<file path="config.mk">
export PLATFORM = sky130hd
export DESIGN_NAME = recon_microseq
export DESIGN_NICKNAME = d
export VERILOG_FILES = /design/src/rtl/microseq_pkg.sv /design/src/rtl/microseq_clkdiv.sv /design/src/rtl/microseq_rom.sv /design/src/rtl/microseq_core.sv /design/src/rtl/recon_microseq.sv
export SDC_FILE = /design/constraint.sdc
export NUM_CORES = 1
export LEC_CHECK = 0
export BUFFER_PORTS_ARGS = -buffer_cell sky130_fd_sc_hd__buf_2
export CAP_MARGIN = 20
export CORE_ASPECT_RATIO = 0.6
export CORE_MARGIN = 2
export CORE_UTILIZATION = 40
export CTS_BUF_LIST = sky130_fd_sc_hd__clkbuf_8
export DETAILED_ROUTE_END_ITERATION = 12
export SKIP_LAST_GASP = 1
export SLEW_MARGIN = 20
export SYNTH_ARGS = -nofsm -noshare
export SYNTH_HDL_FRONTEND = slang
export SYNTH_SLANG_ARGS = --single-unit
export TNS_END_PERCENT = 20
</file>
<file path="constraint.sdc">
create_clock -name clk -period 2.7 [get_ports clk]
set_input_delay 0.54 -clock clk [delete_from_list [all_inputs] [get_ports clk]]
set_output_delay 0.54 -clock clk [all_outputs]
set_load 0.05 [all_outputs]
</file>
<file path="src/rtl/microseq_pkg.sv">
// Package: shared types and helpers for the protocol microsequencer.
// Assumes 8-bit instruction bytes with the operation class in bits [7:6].
package microseq_pkg;

    // Operation class decoded from opcode bits [7:6]
    typedef enum logic [1:0] {
        K_DELAY  = 2'b00,
        K_STROBE = 2'b01,
        K_JUMP   = 2'b10,
        K_SKIP   = 2'b11
    } op_kind_t;

    // Sequencer phases: two fetches, decode, execute, delay wait
    typedef enum logic [2:0] {
        ST_FETCH_OP,
        ST_FETCH_IMM,
        ST_DECODE,
        ST_EXECUTE,
        ST_WAIT
    } seq_state_t;

    localparam logic [7:0] OPB_DELAY  = 8'h00;
    localparam logic [7:0] OPB_STROBE = 8'h40;
    localparam logic [7:0] OPB_JUMP   = 8'h80;

    // Map an opcode byte to its operation class
    function automatic op_kind_t classify(input logic [7:0] op);
        return op_kind_t'(op[7:6]);
    endfunction

endpackage

</file>
<file path="src/rtl/microseq_clkdiv.sv">
// Clock-enable generator: derives the fetch enable (every PC_DIV cycles)
// and the execution enable (every EX_DIV cycles) from one free-running
// counter. Assumes both divisors are powers of two and PC_DIV < EX_DIV,
// so every execution enable coincides with a fetch enable.
module microseq_clkdiv #(
    parameter int PC_DIV = 4,
    parameter int EX_DIV = 8
) (
    input  logic clk,
    input  logic rst_n,
    output logic pc_tick,
    output logic ex_tick
);
    localparam int CW = $clog2(EX_DIV);
    localparam int PW = $clog2(PC_DIV);

    logic [CW-1:0] div_q;

    // Free-running phase counter, zeroed by reset
    always_ff @(posedge clk) begin
        if (!rst_n) div_q <= '0;
        else        div_q <= div_q + 1'b1;
    end

    // Enables fire in the last phase of each divided period
    always_comb begin
        pc_tick = (div_q[PW-1:0] == {PW{1'b1}});
        ex_tick = (div_q == {CW{1'b1}});
    end
endmodule

</file>
<file path="src/rtl/microseq_rom.sv">
// Program store: ROM_DEPTH words of DATA_W bits, read combinationally.
// Holds a built-in test program; every other word reads as a zero-length
// delay. Assumes PC_W bits address the whole store and PC_W > DATA_W.
module microseq_rom
    import microseq_pkg::*;
#(
    parameter int ROM_DEPTH = 544,
    parameter int PC_W      = 10,
    parameter int DATA_W    = 8
) (
    input  logic [PC_W-1:0]   addr,
    output logic [DATA_W-1:0] data
);
    // The tail instruction sits in the last two words of the store
    localparam int            TAIL_I = ROM_DEPTH - 2;
    localparam logic [PC_W-1:0] TAIL_A = PC_W'(TAIL_I);
    localparam logic [DATA_W-1:0] JMP_OP  = DATA_W'(OPB_JUMP) | DATA_W'(TAIL_A >> DATA_W);
    localparam logic [DATA_W-1:0] JMP_IMM = TAIL_A[DATA_W-1:0];

    // Address decode of the test program
    always_comb begin
        data = '0;
        if (addr == PC_W'(0))          data = DATA_W'(OPB_STROBE);
        else if (addr == PC_W'(1))     data = DATA_W'(8'hA5);
        else if (addr == PC_W'(2))     data = DATA_W'(OPB_DELAY);
        else if (addr == PC_W'(3))     data = DATA_W'(8'h03);
        else if (addr == PC_W'(4))     data = DATA_W'(OPB_STROBE);
        else if (addr == PC_W'(5))     data = DATA_W'(8'h3C);
        else if (addr == PC_W'(6))     data = JMP_OP;
        else if (addr == PC_W'(7))     data = JMP_IMM;
        else if (addr == TAIL_A)       data = DATA_W'(OPB_STROBE);
        else if (addr == TAIL_A + 1'b1) data = DATA_W'(8'h81);
    end
endmodule

</file>
<file path="src/rtl/microseq_core.sv">
// Sequencer core: program counter, opcode and immediate registers,
// registered decode, execution and the delay loop. A timeout has priority
// over every other action. Assumes the enables come from microseq_clkdiv.
module microseq_core
    import microseq_pkg::*;
#(
    parameter int ROM_DEPTH = 544,
    parameter int PC_W      = 10,
    parameter int DATA_W    = 8
) (
    input  logic              clk,
    input  logic              rst_n,
    input  logic              pc_tick,
    input  logic              ex_tick,
    input  logic              timeout,
    input  logic [DATA_W-1:0] rom_data,
    output logic [PC_W-1:0]   pc,
    output logic [DATA_W-1:0] strobe,
    output logic              waiting
);
    localparam int HI_W = PC_W - DATA_W;

    seq_state_t        state_q;
    op_kind_t          kind_q;
    logic [PC_W-1:0]   pc_q;
    logic [DATA_W-1:0] op_q;
    logic [DATA_W-1:0] imm_q;
    logic [DATA_W-1:0] delay_q;
    logic [DATA_W-1:0] strobe_q;
    logic [PC_W-1:0]   pc_inc;
    logic [PC_W-1:0]   jump_tgt;

    // Wrap an address that falls outside the store back to zero
    function automatic logic [PC_W-1:0] wrap_addr(input logic [PC_W:0] a);
        return (a >= (PC_W+1)'(ROM_DEPTH)) ? '0 : a[PC_W-1:0];
    endfunction

    // Next sequential address and jump target
    always_comb begin
        pc_inc   = wrap_addr({1'b0, pc_q} + (PC_W+1)'(1));
        jump_tgt = wrap_addr({1'b0, op_q[HI_W-1:0], imm_q});
    end

    // Fetch, decode, execute and delay state machine
    always_ff @(posedge clk) begin
        if (!rst_n) begin
            state_q  <= ST_FETCH_OP;
            kind_q   <= K_DELAY;
            pc_q     <= '0;
            op_q     <= '0;
            imm_q    <= '0;
            delay_q  <= '0;
            strobe_q <= '0;
        end else if (timeout) begin
            state_q  <= ST_FETCH_OP;
            pc_q     <= '0;
            delay_q  <= '0;
            strobe_q <= '0;
        end else begin
            strobe_q <= '0;
            case (state_q)
                ST_FETCH_OP: if (pc_tick) begin
                    op_q    <= rom_data;
                    pc_q    <= pc_inc;
                    state_q <= ST_FETCH_IMM;
                end
                ST_FETCH_IMM: if (pc_tick) begin
                    imm_q   <= rom_data;
                    pc_q    <= pc_inc;
                    state_q <= ST_DECODE;
                end
                ST_DECODE: if (ex_tick) begin
                    kind_q  <= classify(op_q);
                    state_q <= ST_EXECUTE;
                end
                ST_EXECUTE: if (ex_tick) begin
                    state_q <= ST_FETCH_OP;
                    case (kind_q)
                        K_STROBE: strobe_q <= imm_q;
                        K_JUMP:   pc_q     <= jump_tgt;
                        K_DELAY: if (imm_q != '0) begin
                            delay_q <= imm_q;
                            state_q <= ST_WAIT;
                        end
                        default: ;
                    endcase
                end
                ST_WAIT: if (ex_tick) begin
                    delay_q <= delay_q - 1'b1;
                    if (delay_q == DATA_W'(1)) state_q <= ST_FETCH_OP;
                end
                default: state_q <= ST_FETCH_OP;
            endcase
        end
    end

    // Outputs towards the top level
    always_comb begin
        pc      = pc_q;
        strobe  = strobe_q;
        waiting = (state_q == ST_WAIT);
    end
endmodule

</file>
<file path="src/rtl/recon_microseq.sv">
// Top level of the protocol microsequencer: ties the enable generator,
// program store and sequencer core together and keeps the sticky
// timeout flag. Single clock domain, synchronous active-low reset.
module recon_microseq #(
    parameter int ROM_DEPTH = 544,
    parameter int PC_W      = 10,
    parameter int DATA_W    = 8,
    parameter int PC_DIV    = 4,
    parameter int EX_DIV    = 8
) (
    input  logic              clk,
    input  logic              rst_n,
    input  logic              recon_timeout_i,
    input  logic              clear_flags_i,
    output logic              recon_flag_o,
    output logic [DATA_W-1:0] ctrl_strobe_o
);
    logic              pc_tick;
    logic              ex_tick;
    logic              waiting;
    logic [PC_W-1:0]   pc;
    logic [DATA_W-1:0] rom_data;
    logic              flag_q;

    microseq_clkdiv #(.PC_DIV(PC_DIV), .EX_DIV(EX_DIV)) u_div (
        .clk(clk), .rst_n(rst_n), .pc_tick(pc_tick), .ex_tick(ex_tick)
    );

    microseq_rom #(.ROM_DEPTH(ROM_DEPTH), .PC_W(PC_W), .DATA_W(DATA_W)) u_rom (
        .addr(pc), .data(rom_data)
    );

    microseq_core #(.ROM_DEPTH(ROM_DEPTH), .PC_W(PC_W), .DATA_W(DATA_W)) u_core (
        .clk(clk), .rst_n(rst_n), .pc_tick(pc_tick), .ex_tick(ex_tick),
        .timeout(recon_timeout_i), .rom_data(rom_data), .pc(pc),
        .strobe(ctrl_strobe_o), .waiting(waiting)
    );

    // Sticky timeout flag: set wins over clear
    always_ff @(posedge clk) begin
        if (!rst_n)               flag_q <= 1'b0;
        else if (recon_timeout_i) flag_q <= 1'b1;
        else if (clear_flags_i)   flag_q <= 1'b0;
    end

    assign recon_flag_o = flag_q;
endmodule

</file>
---- After elaboration in Yosys (flattened, before gate mapping) ----
Cells that the tools add are included.
word-level totals
  output and inout bits ................... 9
  flip-flop bits (word level) ............. 51
  word-level logic and storage cells ...... 95
cells by class
  reduce and logical (&&, ||, !) cells .... 16
  bitwise gates (word level) .............. 5
  $lt $le $gt $ge ......................... 2
  muxes and demuxes ....................... 32
  $add $sub $neg .......................... 3
  eq/ne operators ......................... 28
operators with widths
  operator                 count
  $mux W8                  14
  $mux W10                 5
  $eq A10 B3 Y1 const B    4
  $mux W3                  8
  $eq A10 B10 Y1 const B   2
  $eq A10 B2 Y1 const B    2
  $pmux W10 S2             1
  $pmux W8 S2              1
  $pmux W3 S5              1
  $ne A2 B2 Y1 const B     7
  $add A10 B1 Y11 const B  1
  $ge A11 B10 Y1 const B   1
  $eq A10 B1 Y1 const B    1
  $ge A10 B10 Y1 const B   1
  $logic_not A10 Y1        1
  $reduce_and A3 Y1        3
  $eq A8 B1 Y1 const B     1
  $reduce_bool A8 Y1       1
  $sub A8 B1 Y8 const B    1
  $eq A3 B2 Y1 const B     2
  $eq A3 B3 Y1 const B     2
  $ne A2 B1 Y1 const B     3
  $reduce_and A6 Y1        1
  $reduce_bool A2 Y1       3
  12 further kinds         19

---- Logic depth before layout (Yosys ltp) ----
  word-level depth ........................ 11
  depth in mapped cells ................... 11
  depth with buffers taken out ............ 8

---- By module ----
Synthesis repeated with hierarchy kept, for this count alone.
second synthesis, totals
  cell total of the unflattened synthesis .. 294
  area, all modules ....................... 2489.9 um^2
modules (own cells, without submodules)
  module           instances  cells an instance  area an instance (um^2)
  microseq_core    1          260                2177.1
  microseq_rom     1          23                 160.2
  microseq_clkdiv  1          8                  111.4
  recon_microseq   1          3                  41.3

---- Worst setup path after synthesis ----
Ideal clock, no wire load.
  path type ............................... register to register
  start ................................... register u_div.div_q[0]
  end ..................................... register u_core.pc_q[7] (netlist: u_core.pc[7])
  arrival time ............................ 2.079 ns
  cell stages (with the launch flop) ...... 10
  required time ........................... 2.626 ns
  buffers on the path ..................... 2
  setup slack ............................. 0.547 ns
  library setup time ...................... 0.074 ns
  path through ............................ dfxtp_1 ha_1 ha_1 clkbuf_1 and4b_1 a21oi_1 or2_1 clkbuf_1 or4b_1 a31oi_1
between the ends
  longest elaborated chain between the ends .. 3
  elaborated cells between the ends (all ways) .. 5
ends and longest elaborated chain
  element                                                        RTL line                                      source
  start: declaration                                             microseq_clkdiv.sv:17                         logic [CW-1:0] div_q;
  start signal: assignment                                       microseq_clkdiv.sv:22                         else div_q <= div_q + 1'b1;
  $eq A3 B3 Y1 / $eq A2 B2 Y1 (equally long branches)            microseq_clkdiv.sv:28, microseq_clkdiv.sv:27
  $ne A2 B2 Y1 (no line) / $ne A2 B1 Y1 (equally long branches)  --
  $reduce_and A4 Y1 (no line) *                                  --
  end signal: assignment                                         microseq_core.sv:64                           pc_q <= pc_inc;
  end signal: assignment                                         microseq_core.sv:69                           pc_q <= pc_inc;
  end signal: assignment                                         microseq_core.sv:80                           K_JUMP: pc_q <= jump_tgt;
  end: declaration                                               microseq_core.sv:25                           logic [PC_W-1:0] pc_q;
Mark *: on every way between the ends. The rest lies on a longest branch, timed or not.
A chain may end at the register's enable or synchronous reset.

---- Final worst setup path ----
  start ................................... register u_core.pc_q[2] (netlist: u_core.pc[2])
  end ..................................... register u_core.pc_q[0] (netlist: u_core.pc[0])
between the ends
  longest elaborated chain between the ends .. 5
ends and longest elaborated chain
  element          RTL line                                  source
  $add A10 B1 Y11  microseq_core.sv:40                       pc_inc = wrap_addr({1'b0, pc_q} + (PC_W+1)'(1));
  $ge A11 B10 Y1   microseq_core.sv:35                       return (a >= (PC_W+1)'(ROM_DEPTH)) ? '0 : a[PC_W-1:0];
  $mux W10         microseq_core.sv:35
  $mux W10         microseq_core.sv:62, microseq_core.sv:67
  $pmux W10 S2     microseq_core.sv:61                       case (state_q)
No other way between the ends. The select of a mux whose other input is x is not followed.

==> impl_metrics.csv <==
group,metric,value,unit
run_status,outcome,"complete, no violations",
synthesis,synthMuxAreaShare,2.89,%
worst_setup_path,path_buf_inv,0,
cts,cts_hold_buf,0,
synthesis,ys_async_sr_fraction,0,%
synthesis,synth_xor_area_share,0.361,%
drt,ant_nets,0,
final_layout,fin_nets,322,
floorplanning,start_util,42.4,%
final_layout,n_fill_cell,580,
drt,num_vias,2160,
power_and_ir_drop,p_total,1.13,mW
placed_design,portBuffers,12,
timing,finalHoldViolCount,0,
timing,setup_ws,0.246,ns
worst_setup_path,rr_worst_depth,6,
worst_hold_path,min_from,"u_div.div_q[0]",
global_route,grt_max_degree,21,
cts,cts_setup_buffers,0,
worst_hold_path,hold_path_depth,1,
drt,vias_per_cell,5.52,
synthesis,synthCells,300,
worst_setup_path,cp_slowest_cell,"dfxtp_1",
worst_setup_path,cp_data_required_time,2.84,ns
cts,cts_root_buf,"clkbuf_8",
global_route,grt-busiest-layer,"met1",
timing,setup_tns,0,ns
timing,max_freq,0.407,GHz
floorplanning,coreArea,5730,sq um
drt,wirelength,5.93,mm
worst_setup_path,rrSetupSlack,0.25,ns
cts,clock_sinks,45,
job,cap_viol_max_count,0,
synthesis,ys_seq_area_share,37.1,%
worst_setup_path,crit_fanout,14,
timing,rsz0062_at_grt,"no",
timing,skew,0.00318,ns
synthesis,synth_top_family_by_area,"simple AND/OR/NAND/NOR gates",
power_and_ir_drop,p_leak,0.977,nW
placed_design,dp_hpwl,4.32,mm
final_layout,diodes,0,
drt,drt_iter0_markers,142,
power_and_ir_drop,pwr-share-comb,5.0,%
floorplanning,die_h,64.4,um
global_route,grtUsageMet2,22.3,%
power_and_ir_drop,p_seq_share,59.8,%
synthesis,synthSimpleGateAreaFrac,30.2,%
global_route,antenna_found_initial,0,
floorplanning,ioPinCount,13,
timing,timing.hold.ws,0.426,ns
floorplanning,dieWidth,105,um
worst_setup_path,worstReg2RegStart,"u_core.pc[2]",
worst_setup_path,end_kind,"flip-flop",
worst_setup_path,critPathKind,"flip-flop to flip-flop",
synthesis,yosys_register_bits,45,
power_and_ir_drop,switching_share,23.5,%
timing,post-route-period-util,90.9,%
timing,period_needed,2.45,ns
worst_setup_path,crit_chain,"nand3_2, or4_1, a221o_1, nor2b_4, a221oi_2, a211oi_1",
cts,insertion_delay,0.29,ns
synthesis,syn-cell-area,2430,sq um
worst_setup_path,rr_endpoint,"u_core.pc[0]",
worst_setup_path,critical_path.max_stage_delay,0.61,ns
synthesis,synth_cell_types,51,
cts,cts_resized,0,
timing,worst_pin_slew,0.811,ns
synthesis,synth_compound_area_share,20.5,%
worst_setup_path,cp-start-kind,"flip-flop",
cts,htreeDepth,2,
final_layout,drive_gt1_share,11.3,%
final_layout,syn_to_final_growth,9.17,%
global_route,grt_pass1_wl,9.58,mm
floorplanning,die_area,6730,sq um
timing,final-max-slew-violation-count,0,
cts,numCtsBuffers,5,
cts,cts.clk_slew.worst_paths,0.08,ns
synthesis,synth-adder-area-share,4.12,%
synthesis,yosys_warnings,0,
power_and_ir_drop,pwr-share-clk,35.2,%
worst_setup_path,worstPathArrival,2.60,ns
placed_design,dp_slack,0.288,ns
worst_hold_path,min_path_type,"flip-flop to flip-flop",
drt,drc_errors,0,
power_and_ir_drop,p_int,0.863,mW
global_route,grt_util_met3,4.59,%
cts,cts_tree,"built",
worst_hold_path,hold_end,"u_div.div_q[0]",
synthesis,avgSynthCellArea,8.10,sq um
global_route,first_global_vias,1837,
cts,clockBufferDepth,2,
placed_design,gp_congestion,0.851,
global_route,globalRouteMet1Util,30.3,%
power_and_ir_drop,power.density,426,nW/um^2
floorplanning,row_count,21,
power_and_ir_drop,irDropWorstVdd,0.201,mV
drt,wl_per_cell,15.2,um
drt,drt_first_pass_iters,5,
synthesis,synth_nets,312,
synthesis,synth_ff_type,"dfxtp_1",
timing,setup_viol,0,
power_and_ir_drop,power_switching,0.265,mW
synthesis,synth-edff-count,0,
worst_setup_path,crit_family,"simple AND/OR/NAND/NOR gates",
global_route,grt_overflow,0,
timing,slew_headroom,45.9,%
global_route,gr-usage-all-layers,18.3,%
[cell usage in the layout (no fill, tap or decap), drive strengths merged, types with 7 or more instances in the layout]
cell type / n
dfxtp: 45
mux2i: 7
nor2: 22
nand3: 15
inv: 14
o21ai: 19
ha: 8
and2: 12
a21oi: 24
nor2b: 15
nand2: 22
buf: 20
nor3: 18
a31oi: 7
[cells in the mapped netlist (all sizes together) (4+ instances only)]
cell type | instances | area share [%]
inv | 11 | 1.7
and2 | 12 | 3.1
clkbuf | 13 | 2.0
dfxtp | 45 | 37
nor4 | 5 | 1.3
o21ai | 19 | 4.1
buf | 4 | 1.2
nor2b | 15 | 4.2
nand3 | 15 | 3.3
nor2 | 22 | 3.4
a21oi | 24 | 4.9
ha | 8 | 4.1
nand2 | 22 | 3.5
nor3 | 18 | 3.7
a31oi | 7 | 1.8
mux2i | 7 | 2.9
o211ai | 5 | 1.5
[routing by layer]
layer / share of wire (%) / wire length [um]
met5: 0 / 0
met2: 36 / 2140
met3: 7.1 / 420
met1: 56 / 3330
met4: 0.62 / 37
[metrics by stage]
step,std cells,instance area [sq um],utilization [%]
floorplan,300,2430,-
global placement,383,2570,44.9
detailed placement,383,2570,44.9
CTS,391,2650,46.3
global route,391,2650,46.3
finish,391,2650,46.3
[sequential cells by signal, indices dropped and copies added, names as in the netlist]
register        cells
u_core.kind_q       2
u_core.op_q         4
u_core.imm_q        7
recon_flag_o        1
u_div.div_q         3
u_core.state_q      3
u_core.delay_q      8
u_core.strobe       7
u_core.pc          10
[area by class of cell]
type / instances / area [sq um] / share of cell area (%)
Sequential cell: 45 / 901 / 34.0
Inverter: 11 / 41.3 / 1.56
Timing Repair Buffer: 20 / 120 / 4.53
Clock inverter: 3 / 11.3 / 0.425
Tap cell: 80 / 100 / 3.78
Multi-Input combinational cell: 227 / 1410 / 53.1
Clock buffer: 5 / 68.8 / 2.60
[worst reg2reg max path, cell delays in order, from the launching register on]
cell and delay, ns:
dfxtp_1 0.61, nand3_2 0.23, or4_1 0.54, a221o_1 0.37, nor2b_4 0.18, a221oi_2 0.29
a211oi_1 0.07
[how the worst max path moves through the flow]
stage	start	cells past startpoint	to	slack, ns
final	u_core.pc[2]	6	u_core.pc[0]	0.25
after global routing	u_core.pc[2]	6	u_core.pc[7]	0.08
after floorplan	u_div.div_q[0]	9	u_core.pc[7]	0.55
after CTS	u_core.pc[2]	6	u_core.pc[0]	0.28
after global placement	u_core.pc[2]	6	u_core.pc[0]	0.33
after detailed placement	u_core.pc[2]	6	u_core.pc[1]	0.29
[cells by family (layout without fill, tap and decap cells)]
| group | count (synthesis) | in the layout |
|---|---|---|
| AND/OR/NAND/NOR | 134 | 134 |
| multiplexers | 7 | 7 |
| AO/OA/AOI/OAI | 77 | 77 |
| adder cells (fa/ha/maj) | 8 | 8 |
| XOR/XNOR | 1 | 1 |
| flip-flops | 45 | 45 |
| buffers and inverters | 28 | 39 |
[power by group through the flow]
stage                     Sequential (mW)  Clock, mW  Combinational [mW]
after floorplan                     0.692          0              0.0369
after CTS                           0.675      0.403              0.0561
after global placement              0.690          0              0.0560
after global routing                0.676      0.435              0.0622
final                               0.675      0.397              0.0563
after detailed placement            0.691          0              0.0558
(Power assumes the default switching activity.)
